$ cat src/rtl/cache_burst_seq_pkg.sv
package cache_burst_seq_pkg;

    // Beat timing pattern codes (first beat - later beats)
    typedef enum logic [1:0] {
        PAT_2111 = 2'd0,
        PAT_3111 = 2'd1,
        PAT_2222 = 2'd2,
        PAT_3222 = 2'd3
    } burst_pat_e;

    localparam int unsigned BURST_BEATS = 4;

    function automatic int unsigned lat_bits(input int unsigned a, input int unsigned b,
                                             input int unsigned c, input int unsigned d,
                                             input int unsigned e);
        int unsigned m;
        m = a;
        if (b > m) m = b;
        if (c > m) m = c;
        if (d > m) m = d;
        if (e > m) m = e;
        return $clog2(m + 1);
    endfunction

endpackage

$ cat src/rtl/bst_pattern_dec.sv
module bst_pattern_dec
    import cache_burst_seq_pkg::*;
#(
    parameter int unsigned LAT_W      = 2,
    parameter int unsigned FIRST_FAST = 2,
    parameter int unsigned FIRST_SLOW = 3,
    parameter int unsigned NEXT_FAST  = 1,
    parameter int unsigned NEXT_SLOW  = 2,
    parameter int unsigned BANK_LAT   = 2
) (
    input  logic [1:0]       sel,
    input  logic             single_bank,
    output logic [LAT_W-1:0] first_lat,
    output logic [LAT_W-1:0] next_lat
);
    burst_pat_e pat;

    always_comb begin
        pat = burst_pat_e'(sel);
        if (single_bank) begin
            first_lat = LAT_W'(BANK_LAT);
            next_lat  = LAT_W'(BANK_LAT);
        end else begin
            unique case (pat)
                PAT_2111: begin first_lat = LAT_W'(FIRST_FAST); next_lat = LAT_W'(NEXT_FAST); end
                PAT_3111: begin first_lat = LAT_W'(FIRST_SLOW); next_lat = LAT_W'(NEXT_FAST); end
                PAT_2222: begin first_lat = LAT_W'(FIRST_FAST); next_lat = LAT_W'(NEXT_SLOW); end
                default:  begin first_lat = LAT_W'(FIRST_SLOW); next_lat = LAT_W'(NEXT_SLOW); end
            endcase
        end
    end
endmodule

$ cat src/rtl/bst_addr_gen.sv
module bst_addr_gen #(
    parameter int unsigned ADDR_W   = 32,
    parameter int unsigned BEAT_W   = 2,
    parameter int unsigned LANE_LSB = 2
) (
    input  logic [ADDR_W-1:0] base,
    input  logic [BEAT_W-1:0] beat,
    output logic [ADDR_W-1:0] addr
);
    for (genvar g = 0; g < ADDR_W; g++) begin : g_bit
        if (g >= LANE_LSB && g < LANE_LSB + BEAT_W) begin : g_lane
            assign addr[g] = base[g] ^ beat[g - LANE_LSB];
        end else begin : g_pass
            assign addr[g] = base[g];
        end
    end
endmodule

$ cat src/rtl/bst_seq_core.sv
module bst_seq_core #(
    parameter int unsigned ADDR_W = 32,
    parameter int unsigned LAT_W  = 2,
    parameter int unsigned BEATS  = 4,
    localparam int unsigned BEAT_W = $clog2(BEATS)
) (
    input  logic              clk,
    input  logic              rst_n,
    input  logic              req,
    input  logic [ADDR_W-1:0] start_addr,
    input  logic [LAT_W-1:0]  first_lat,
    input  logic [LAT_W-1:0]  next_lat,
    output logic              busy,
    output logic [BEAT_W-1:0] beat,
    output logic [ADDR_W-1:0] base,
    output logic              rdy,
    output logic              done
);
    typedef struct packed {
        logic              busy;
        logic [BEAT_W-1:0] beat;
        logic [LAT_W-1:0]  cnt;
        logic [LAT_W-1:0]  next_lat;
        logic [ADDR_W-1:0] base;
    } seq_st_t;

    seq_st_t st_d, st_q;
    logic    rdy_d;
    logic    last_beat;

    always_comb begin
        st_d      = st_q;
        rdy_d     = st_q.busy && (st_q.cnt == LAT_W'(1));
        last_beat = (st_q.beat == BEAT_W'(BEATS - 1));
        if (!st_q.busy) begin
            if (req) begin
                st_d.busy     = 1'b1;
                st_d.beat     = '0;
                st_d.cnt      = first_lat;
                st_d.next_lat = next_lat;
                st_d.base     = start_addr;
            end
        end else if (rdy_d) begin
            if (last_beat) begin
                st_d.busy = 1'b0;
            end else begin
                st_d.beat = st_q.beat + BEAT_W'(1);
                st_d.cnt  = st_q.next_lat;
            end
        end else begin
            st_d.cnt = st_q.cnt - LAT_W'(1);
        end
    end

    always_ff @(posedge clk) begin
        if (!rst_n) st_q <= '0;
        else        st_q <= st_d;
    end

    assign busy = st_q.busy;
    assign beat = st_q.beat;
    assign base = st_q.base;
    assign rdy  = rdy_d;
    assign done = rdy_d && last_beat;
endmodule

$ cat src/rtl/cache_burst_seq.sv
module cache_burst_seq
    import cache_burst_seq_pkg::*;
#(
    parameter int unsigned ADDR_W     = 32,
    parameter int unsigned FIRST_FAST = 2,
    parameter int unsigned FIRST_SLOW = 3,
    parameter int unsigned NEXT_FAST  = 1,
    parameter int unsigned NEXT_SLOW  = 2,
    parameter int unsigned BANK_LAT   = 2
) (
    input  logic              clk,
    input  logic              rst_n,
    input  logic              burst_req,
    input  logic [ADDR_W-1:0] start_addr,
    input  logic [1:0]        timing_sel,
    input  logic              single_bank,
    output logic [ADDR_W-1:0] sram_addr,
    output logic              sram_oe,
    output logic              beat_rdy,
    output logic              burst_done
);
    localparam int unsigned LAT_W  = lat_bits(FIRST_FAST, FIRST_SLOW, NEXT_FAST, NEXT_SLOW, BANK_LAT);
    localparam int unsigned BEAT_W = $clog2(BURST_BEATS);

    logic [LAT_W-1:0]  first_lat, next_lat;
    logic [BEAT_W-1:0] beat;
    logic [ADDR_W-1:0] base;

    bst_pattern_dec #(
        .LAT_W(LAT_W), .FIRST_FAST(FIRST_FAST), .FIRST_SLOW(FIRST_SLOW),
        .NEXT_FAST(NEXT_FAST), .NEXT_SLOW(NEXT_SLOW), .BANK_LAT(BANK_LAT)
    ) u_dec (
        .sel(timing_sel), .single_bank(single_bank),
        .first_lat(first_lat), .next_lat(next_lat)
    );

    bst_seq_core #(.ADDR_W(ADDR_W), .LAT_W(LAT_W), .BEATS(BURST_BEATS)) u_core (
        .clk(clk), .rst_n(rst_n), .req(burst_req), .start_addr(start_addr),
        .first_lat(first_lat), .next_lat(next_lat),
        .busy(sram_oe), .beat(beat), .base(base), .rdy(beat_rdy), .done(burst_done)
    );

    bst_addr_gen #(.ADDR_W(ADDR_W), .BEAT_W(BEAT_W), .LANE_LSB(2)) u_addr (
        .base(base), .beat(beat), .addr(sram_addr)
    );
endmodule

$ cat config.mk
export PLATFORM = sky130hd
export DESIGN_NAME = cache_burst_seq
export DESIGN_NICKNAME = d
export VERILOG_FILES = /design/src/rtl/cache_burst_seq_pkg.sv /design/src/rtl/bst_pattern_dec.sv /design/src/rtl/bst_addr_gen.sv /design/src/rtl/bst_seq_core.sv /design/src/rtl/cache_burst_seq.sv
export SDC_FILE = /design/constraint.sdc
export NUM_CORES = 1
export LEC_CHECK = 0
export ABC_AREA = 1
export BUFFER_PORTS_ARGS = -buffer_cell sky130_fd_sc_hd__buf_2
export CORE_AREA = 3 3 70 72
export CTS_CLUSTER_DIAMETER = 100
export DETAILED_ROUTE_END_ITERATION = 8
export DIE_AREA = 0 0 73 75
export PLACE_DENSITY = 0.74
export SLEW_MARGIN = 10
export SYNTH_ARGS = -nofsm -noshare
export SYNTH_HDL_FRONTEND = slang
export SYNTH_SLANG_ARGS = --single-unit
$ cat constraint.sdc
create_clock -name clk -period 1.22 [get_ports clk]
set_clock_uncertainty 0.05 [all_clocks]
set_input_delay 0.061 -clock clk [delete_from_list [all_inputs] [get_ports clk]]
set_output_delay 0.061 -clock clk [all_outputs]
set_load 0.005 [all_outputs]
==> impl_metrics.yaml <==
global_route:
  antenna_found_initial: 0
  grt.total_usage_pct: 15.8
  overflow: 0
  grt_max_degree: 27
  grt_pass1_wl_microns: 6570
  grt_pass1_vias: 1512
finish:
  layout-drive-gt1-share_pct: 35.0
  num_antenna_cells: 0
  final_area_sq_um: 2480
  area_delta_synth_final_pct: 42.9
  final_util_pct: 57.0
  fin_nets: 348
timing:
  slew_violations: 0
  tightest_slew_ns: 0.437
  setup_viol: 1
  setup_ws_ns: -0.0139
  hold_violations: 0
  rsz0062_at_grt: "yes"
  layout_min_cycle_time_ns: 1.23
  fmax_mhz: 810
  timing.final.crit_share_pct: 101
  slew_headroom_pct: 70.8
die:
  dieHeight_microns: 75
  dieArea_sq_um: 5480
  rows: 24
  ios: 73
  coreArea_sq_um: 4350
  dieWidth_microns: 73
  start_util_pct: 39.9
setup_path:
  critical_path_class: "reg -> out"
  crit_path_end_kind: "output port"
  cp_max_fo: 5
  worstSetupStartpointType: "flip-flop"
  required_ns: 1.11
  arrival_ns: 1.12
yosys:
  syn_area_sq_um: 1740
  synth.distinct_cells: 20
  synthCells: 228
  ys_warn_count: 0
  synth_fp_nets: 268
  ys_seq_elements: 39
  syn_avg_cell_area_sq_um: 7.62
  ys_seq_area_share_pct: 45.0
pwr:
  p_seq_share_pct: 46.3
  powerDensity_nw_per_um2: 1240
  swShare_pct: 24.0
  p_switching_uw: 741
  p_comb_share_pct: 18.4
  p_int_uw: 2350
  power_leakage_uw: 0.00122
  clockPowerShare_pct: 35.3
  ir_drop_mv: 0.556
placed_design:
  hpwlAfterDp_microns: 2640
  port_buffers: 72
  globalplace.congestion: 0.708
  pre_cts_slack_ns: 0.0203
  place_area_sq_um: 1990
clocking:
  root_buffer: "clkbuf_8"
  insertion_delay_ns: 0.29
  cts_tree: "yes"
  clk_pin_slew_ns: 0.07
  cts_sinks: 39
  clk_path_buf_depth: 2
  cts_buffers: 5
  htreeDepth: 2
run:
  cap_viol_max_count: 0
routing:
  wl_per_cell_microns: 11.3
  vias: 1599
  drc: 0
  wirelength_microns: 4090
  met1_length_microns: 1560
  drt_pass1_iterations: 4
  initialDrtViolationCount: 57
  wl_met2_microns: 2240
  vias_per_cell: 4.43
  top_layer: "met4"
  wl_met3_microns: 229
  ant_nets: 0
min_path:
  min-delay-path-class: "in -> reg"
outcome:
  violations: "setup timing"
  outcome: "finished, violations left"
[critical path, cell delays in order (launching register included)]
cell      delay (ns)
dfxtp_2         0.32
inv_2           0.04
ha_4            0.16
nand2_4         0.10
clkinv_4        0.08
buf_6           0.12
[sequential cells by signal, summed over array words and instances, names as in the netlist]
name         count
u_core.base     32
u_core.beat      2
u_core.busy      1
u_core.st_q      4
[per-stage QoR]
step / power [uW] / TNS [ns] / hold slack, ns / std cells
2_1_floorplan: 1800 / 0 / 0.157 / 228
3_3_place_gp: 1920 / 0 / 0.242 / 321
3_5_place_dp: 1930 / 0 / 0.250 / 321
4_1_cts: 3130 / -0.00825 / 0.00369 / 361
5_1_grt: 3270 / -0.221 / 0.0220 / 361
6_report: 3090 / -0.0139 / 0.00683 / 361
[cells by family after synthesis]
logic type      share of synthesized area, %
xor+xnor                                1.01
compound gates                          10.9
buf+inv                                 18.7
fa+ha+maj                               1.44
simple gates                            23.1
flops                                   45.0
[power by group through the flow]
stage / clock network [uW] / logic, uW / registers, uW
finish: 1090 / 567 / 1430
global route: 1180 / 645 / 1440
detailed placement: 0 / 473 / 1450
floorplan: 0 / 355 / 1440
global placement: 0 / 468 / 1450
CTS: 1140 / 563 / 1430
[what timing repair did]
action | 4_1_cts | 5_1_grt
endpoints found under the hold margin | 31 | 0
hold buffers | 31 | 0
resized for setup | 12 | 4
setup endpoints to repair | 2 | 6
pin swaps | 1 | 0
buffers inserted | 1 | 0
[final timing paths]
path / cells after the start / to / start / slack [ns]
min: 3 / u_core.base[14]$_SDFFE_PN0P_ / start_addr[14] / 0.007
max: 5 / beat_rdy / u_core.st_q[35]$_SDFFE_PN0P_ / -0.01
max reg2reg: 9 / u_core.beat[1]$_SDFFE_PN0P_ / u_core.st_q[35]$_SDFFE_PN0P_ / 0.02
min reg2reg: 2 / u_core.base[27]$_SDFFE_PN0P_ / u_core.base[27]$_SDFFE_PN0P_ / 0.43
[layout make-up]
type | count | area, sq um
Inverter | 9 | 38.8
Timing Repair Buffer | 113 | 808
Tap cell | 52 | 65.1
Sequential cell | 39 | 786
Clock inverter | 2 | 35.0
Clock buffer | 6 | 82.6
Multi-Input combinational cell | 140 | 667
Fill cell | 414 | 1870
[cells in the final DEF, fill, tap and decap left out, types with 4 or more instances in the layout]
cell,instances
buf_12,4
buf_2,70
o21ai_0,4
dfxtp_1,35
dlygate4sd3_1,31
nor2_1,74
inv_1,5
dfxtp_2,4
nand3_1,5
clkbuf_8,6
buf_4,6
nand2_1,13
o21ai_1,29
[layer usage]
metal,up-vias,global-route usage (%)
met5,-,0
met4,0,7.38
met3,4,4.81
met2,49,29.8
met1,702,15.9
li1,844,-
[cells in the mapped netlist]
library cell,n,area (sq um)
nand2_1,14,52.6
o21ai_0,4,20.0
xor2_1,2,17.5
nand2_4,1,11.3
clkbuf_1,2,7.51
nand3_1,5,25.0
o21ai_2,1,8.76
nor2_4,1,11.3
nor2_1,75,282
buf_4,34,255
ha_1,2,25.0
inv_2,1,3.75
inv_1,7,26.3
a21oi_1,3,15.0
buf_6,1,11.3
nand2_2,3,18.8
dfxtp_1,39,781
buf_2,3,15.0
o21ai_1,29,145
clkinv_2,1,5.00
Note: power is estimated with default switching activity, not from simulation.
